===== src/rtl/mfma_pkg.sv =====
package mfma_pkg;

  // Number of n-bit rows each operand pair contributes to the reduction array:
  // n weighted rows, two negation rows and one small offset row.
  function automatic int rows_per_pair(int n);
    return n + 3;
  endfunction

  // Constant row value that cancels every fixed offset in the array:
  // each pair adds (2^n - 1 - n) from its gated rows, and each of the
  // (total_rows - 2) carry-save stages adds +1 through its inverted wrap carry.
  function automatic longint unsigned offset_cancel(int n, int m, int total_rows);
    longint unsigned modv;
    longint unsigned excess;
    modv   = (64'd1 << n) + 64'd1;
    excess = (longint'(m) * ((64'd1 << n) - 64'd1 - longint'(n))
              + longint'(total_rows) - 64'd2) % modv;
    return (modv - excess) % modv;
  endfunction

endpackage


===== src/rtl/mfma_pp_gen.sv =====
module mfma_pp_gen #(
  parameter int N = 4
) (
  input  logic [N:0]           x_op,
  input  logic [N:0]           y_op,
  output logic [(N+3)*N-1:0]   rows_flat
);
  localparam int RPP = N + 3;

  logic [N-1:0] x_lo, y_lo;
  logic         x_top, y_top;

  assign x_lo  = x_op[N-1:0];
  assign x_top = x_op[N];
  assign y_lo  = y_op[N-1:0];
  assign y_top = y_op[N];

  // Row j stands for x_lo * 2^j (mod 2^n+1), plus the fixed offset 2^j - 1.
  // Bits that wrap past 2^n come back inverted in the low j positions.
  function automatic logic [N-1:0] weighted_row(logic [N-1:0] a, logic sel, int j);
    logic [N-1:0] low_ones;
    logic [N-1:0] turned;
    low_ones = {N{1'b1}} >> (N - j);
    turned   = (a << j) | (a >> (N - j));
    return sel ? (turned ^ low_ones) : low_ones;
  endfunction

  // Offsets of the two negation rows plus the (-1)*(-1) term:
  // 2*x_top + 2*y_top + (x_top & y_top).
  function automatic logic [N-1:0] sign_offset(logic xt, logic yt);
    logic [2:0] v;
    v = {1'b0, xt, 1'b0} + {1'b0, yt, 1'b0} + {2'b00, xt & yt};
    return N'(v);
  endfunction

  for (genvar j = 0; j < N; j++) begin : g_wrow
    assign rows_flat[j*N +: N] = weighted_row(x_lo, y_lo[j], j);
  end

  // -y_lo when X is -1, and -x_lo when Y is -1, each as a bitwise complement.
  assign rows_flat[N*N +: N]     = x_top ? ~y_lo : '0;
  assign rows_flat[(N+1)*N +: N] = y_top ? ~x_lo : '0;
  assign rows_flat[(RPP-1)*N +: N] = sign_offset(x_top, y_top);

endmodule


===== src/rtl/mfma_csa_const.sv =====
module mfma_csa_const #(
  parameter int          N     = 4,
  parameter logic [N-1:0] K_ROW = '0
) (
  input  logic [N-1:0] a,
  input  logic [N-1:0] b,
  output logic [N-1:0] s,
  output logic [N-1:0] cy
);
  logic [N-1:0] c_raw;

  // The third input is a constant, so each cell collapses to two gates.
  for (genvar i = 0; i < N; i++) begin : g_cell
    if (K_ROW[i]) begin : g_one
      assign s[i]     = ~(a[i] ^ b[i]);
      assign c_raw[i] = a[i] | b[i];
    end else begin : g_zero
      assign s[i]     = a[i] ^ b[i];
      assign c_raw[i] = a[i] & b[i];
    end
  end

  // The top carry is weighted 2^n, which is -1, so it returns inverted at bit 0.
  assign cy = {c_raw[N-2:0], ~c_raw[N-1]};

endmodule


===== src/rtl/mfma_csa_row.sv =====
module mfma_csa_row #(
  parameter int N = 4
) (
  input  logic [N-1:0] a,
  input  logic [N-1:0] b,
  input  logic [N-1:0] c,
  output logic [N-1:0] s,
  output logic [N-1:0] cy
);
  logic [N-1:0] c_raw;

  for (genvar i = 0; i < N; i++) begin : g_fa
    assign s[i]     = a[i] ^ b[i] ^ c[i];
    assign c_raw[i] = (a[i] & b[i]) | (c[i] & (a[i] ^ b[i]));
  end

  assign cy = {c_raw[N-2:0], ~c_raw[N-1]};

endmodule


===== src/rtl/mfma_mod_add.sv =====
module mfma_mod_add #(
  parameter int N = 4
) (
  input  logic [N-1:0] a,
  input  logic [N-1:0] b,
  output logic [N:0]   sum
);
  localparam logic [N:0] MODV = (N+1)'((64'd1 << N) + 64'd1);

  // Both inputs are below 2^n, so a single conditional subtraction reduces fully.
  function automatic logic [N:0] fold_sum(logic [N-1:0] p, logic [N-1:0] q);
    logic [N:0] raw;
    raw = {1'b0, p} + {1'b0, q};
    return (raw >= MODV) ? (raw - MODV) : raw;
  endfunction

  assign sum = fold_sum(a, b);

endmodule


===== src/rtl/mfma_unit.sv =====
module mfma_unit #(
  parameter int N       = 4,
  parameter int M_PAIRS = 4
) (
  input  logic                     dot_mode,
  input  logic [M_PAIRS*(N+1)-1:0] x_ops,
  input  logic [M_PAIRS*(N+1)-1:0] y_ops,
  input  logic [N:0]               z_in,
  output logic [N:0]               res
);
  localparam int W   = N + 1;
  localparam int RPP = mfma_pkg::rows_per_pair(N);
  localparam int RV  = M_PAIRS * RPP + 2;   // data rows: pairs, addend, addend offset
  localparam int RT  = RV + 1;              // plus the constant row
  localparam int NST = RV - 1;              // carry-save stages
  localparam longint unsigned KVAL = mfma_pkg::offset_cancel(N, M_PAIRS, RT);
  localparam bit KFIX = (KVAL == (64'd1 << N));
  localparam logic [N-1:0] KROW = KFIX ? {N{1'b1}} : KVAL[N-1:0];

  logic [RV*N-1:0] row_bus;
  logic [N:0]      z_eff;
  logic [N-1:0]    s_vec [NST];
  logic [N-1:0]    c_vec [NST];

  for (genvar p = 0; p < M_PAIRS; p++) begin : g_pair
    mfma_pp_gen #(.N(N)) u_pp (
      .x_op      (x_ops[p*W +: W]),
      .y_op      (y_ops[p*W +: W]),
      .rows_flat (row_bus[p*RPP*N +: RPP*N])
    );
  end

  // Addend: 2^n is -1, written as the all-ones row (-2) plus one in the offset row.
  // When the constant row cannot hold its value, the missing one goes there as well.
  assign z_eff = dot_mode ? '0 : z_in;
  assign row_bus[(RV-2)*N +: N] = z_eff[N] ? {N{1'b1}} : z_eff[N-1:0];
  assign row_bus[(RV-1)*N +: N] = N'(z_eff[N]) + N'(KFIX);

  mfma_csa_const #(.N(N), .K_ROW(KROW)) u_stage0 (
    .a  (row_bus[0 +: N]),
    .b  (row_bus[N +: N]),
    .s  (s_vec[0]),
    .cy (c_vec[0])
  );

  for (genvar g = 1; g < NST; g++) begin : g_stage
    mfma_csa_row #(.N(N)) u_csa (
      .a  (s_vec[g-1]),
      .b  (c_vec[g-1]),
      .c  (row_bus[(g+1)*N +: N]),
      .s  (s_vec[g]),
      .cy (c_vec[g])
    );
  end

  mfma_mod_add #(.N(N)) u_final (
    .a   (s_vec[NST-1]),
    .b   (c_vec[NST-1]),
    .sum (res)
  );

endmodule


===== config.mk =====
export PLATFORM = sky130hd
export DESIGN_NAME = mfma_unit
export DESIGN_NICKNAME = d
export VERILOG_FILES = /design/src/rtl/mfma_pkg.sv /design/src/rtl/mfma_pp_gen.sv /design/src/rtl/mfma_csa_const.sv /design/src/rtl/mfma_csa_row.sv /design/src/rtl/mfma_mod_add.sv /design/src/rtl/mfma_unit.sv
export SDC_FILE = /design/constraint.sdc
export NUM_CORES = 1
export LEC_CHECK = 0
export ABC_CLOCK_PERIOD_IN_PS = 47700
export BUFFER_PORTS_ARGS = -buffer_cell sky130_fd_sc_hd__buf_2
export CAP_MARGIN = 10
export CORE_AREA = 2 2 80 82
export DETAILED_ROUTE_END_ITERATION = 7
export DIE_AREA = 0 0 82 84
export MAX_ROUTING_LAYER = met4
export PLACE_DENSITY = 0.81
export SETUP_SLACK_MARGIN = 0.1
export SYNTH_ARGS = -nofsm -noshare
export SYNTH_HDL_FRONTEND = slang
export SYNTH_SLANG_ARGS = --single-unit

===== constraint.sdc =====
create_clock -name vclk -period 47.7
set_input_delay 0 -clock vclk [all_inputs]
set_output_delay 0 -clock vclk [all_outputs]
set_load 0.02 [all_outputs]

==> flow_summary.ini <==
[routing]
firstDrtPassIters = 4
wl_per_cell_um = 13.4
vias = 2334
wl_um = 6240
via_per_inst = 5.01
drtAntennaViolNets = 0
drc = 0
drt_iter0_markers = 53

[logic_synthesis]
syn-cell-area_mm2 = 0.00348
syn_inst = 338
synth_warnings = 0
seq_area_frac_synth_pct = 0
ys_types = 24
avgSynthCellArea_um2 = 10.3
synth_nets = 511

[critical_path]
start_kind = primary input
worstSetupEndpointType = output pin
worstPathMaxFanout = 5
cp.arrival_ns = 17.85
slowest_delay_ns = 0.57
crit_start = x_ops[0]
timing.critical_path.buf_inv = 20
cpLargestDelayFamily = adder cells
crit_top_cell = fa_1
crit_type = in2out
cp.required_ns = 47.70
crit_slowest_cell = fa_1

[final_layout]
drive_gt1_share_pct = 14.4
final_util_pct = 62.9
n_sequential_cell = 0
diodes = 0
fin_cells = 466
fin_nets = 564
seq_area_um2 = 0
syn2layout_area_growth_pct = 10.1
nFillCells = 499
clock_buffers = 0

[global_route]
antenna_found_initial = 0
grt_usage_pct = 21.5
first_global_vias = 2557
grt.overflow.total = 0
grt_max_degree = 8
grt_pass1_wl_um = 11500

[sta]
drv_slew = 0
min_period_over_period_pct = 37.4
fin_tns_setup_ns = 0
relSlewSlack_pct = 80.7
fin_crit_ns = 17.85
hold_violations = 0
rsz0062_at_grt = false
fmax_mhz = 56.0
finalSetupViolCount = 0
final.hold.worst_slack_ns = 1.21
worst_pin_slew_ns = 0.288

[status]
status = completed

[cts]
cts_resized = 0
cts-hold-fix-buffers = 0
post_cts_buffers = 0

[floorplanning]
coreArea_mm2 = 0.00610
die_w_um = 82
start_util_pct = 57.1
dieArea_mm2 = 0.00689
rows = 29
dieHeight_um = 84
io_pins = 51

[worst_hold_path]
hp-class = in2out
hp-start = z_in[4]

[place]
placed_cells = 466
gp_congestion = 0.861
io_buffers = 51
dp_hpwl_um = 5820

[run]
cap_violations = 0
-- layer usage --
layer | track usage (%) | routed length, um | part of all wire, % | up-vias
li1 | - | - | - | 1080
met1 | 31.4 | 2750 | 44 | 1210
met2 | 36.4 | 3300 | 53 | 42
met3 | 0.325 | 174 | 2.8 | 2
met4 | 0.455 | 8 | 0.13 | 0
met5 | - | 0 | 0 | -
-- layout make-up --
cell class	count	area [um2]	share of cell area, %
Inverter	80	300	7.83
Multi-Input combinational cell	258	3180	83.0
Tap cell	77	96.3	2.51
Timing Repair Buffer	51	255	6.66
-- tightest hold or removal path: stages --
cell and delay (ns):
buf_2 0.13, nand2b_1 0.10, fa_1 0.19, inv_1 0.05, ha_1 0.35, nor2_1 0.12
a21bo_1 0.12, buf_2 0.15
-- through the flow --
stage | cell area (um2) | setup slack (ns)
6_report | 3830 | 29.85
3_5_place_dp | 3830 | 29.79
4_1_cts | 3830 | 29.76
5_1_grt | 3830 | 29.08
3_3_place_gp | 3830 | 30.05
2_1_floorplan | 3480 | 30.64
-- layout by cell type, fill, tap and decap left out, drive strengths merged --
cell type | synthesis | final
o21ai | 2 | 2
inv | 80 | 80
nand3 | 3 | 3
nor2 | 10 | 10
and3 | 1 | 1
buf | 0 | 51
nor2b | 23 | 23
a21oi | 4 | 4
mux2i | 1 | 1
nand2 | 10 | 10
and2 | 59 | 59
fa | 106 | 106
a31o | 2 | 2
ha | 21 | 21
xor2 | 1 | 1
o21bai | 1 | 1
a21bo | 1 | 1
nor4 | 1 | 1
nor3 | 1 | 1
xnor2 | 1 | 1
nand2b | 10 | 10
-- final timing paths --
path / depth (start not counted) / end / slack [ns]
setup / recovery: 56 / res[1] / 29.85
hold / removal: 8 / res[0] / 1.21
-- cells by family after synthesis --
kind of cell	after synthesis	synth area share [%]
xor+xnor	2	0.503
fa+ha+maj	127	68.5
simple gates	118	20.0
compound gates	10	2.08
buf+inv	80	8.62
mux	1	0.287
-- Yosys cell counts --
cell type	n	area share, %
fa_1	106	61
inv_1	80	8.6
and2_1	58	10
nor2b_1	23	4.1
ha_1	21	7.5
nand2_1	10	1.1
nand2b_1	10	1.8
nor2_1	9	0.97
a21oi_1	3	0.43
nand3_1	3	0.43
a31o_1	2	0.50
a21bo_1	1	0.29
a21oi_2	1	0.25
and2_0	1	0.18
and3_4	1	0.32
mux2i_1	1	0.29
nor2_2	1	0.18
nor3_1	1	0.14
nor4_2	1	0.36
o21ai_0	1	0.14
o21ai_2	1	0.25
o21bai_1	1	0.22
xnor2_1	1	0.25
xor2_1	1	0.25
Power is not shown: default switching activity piles up to over one toggle a cycle in this logic, so the estimate is an artifact.
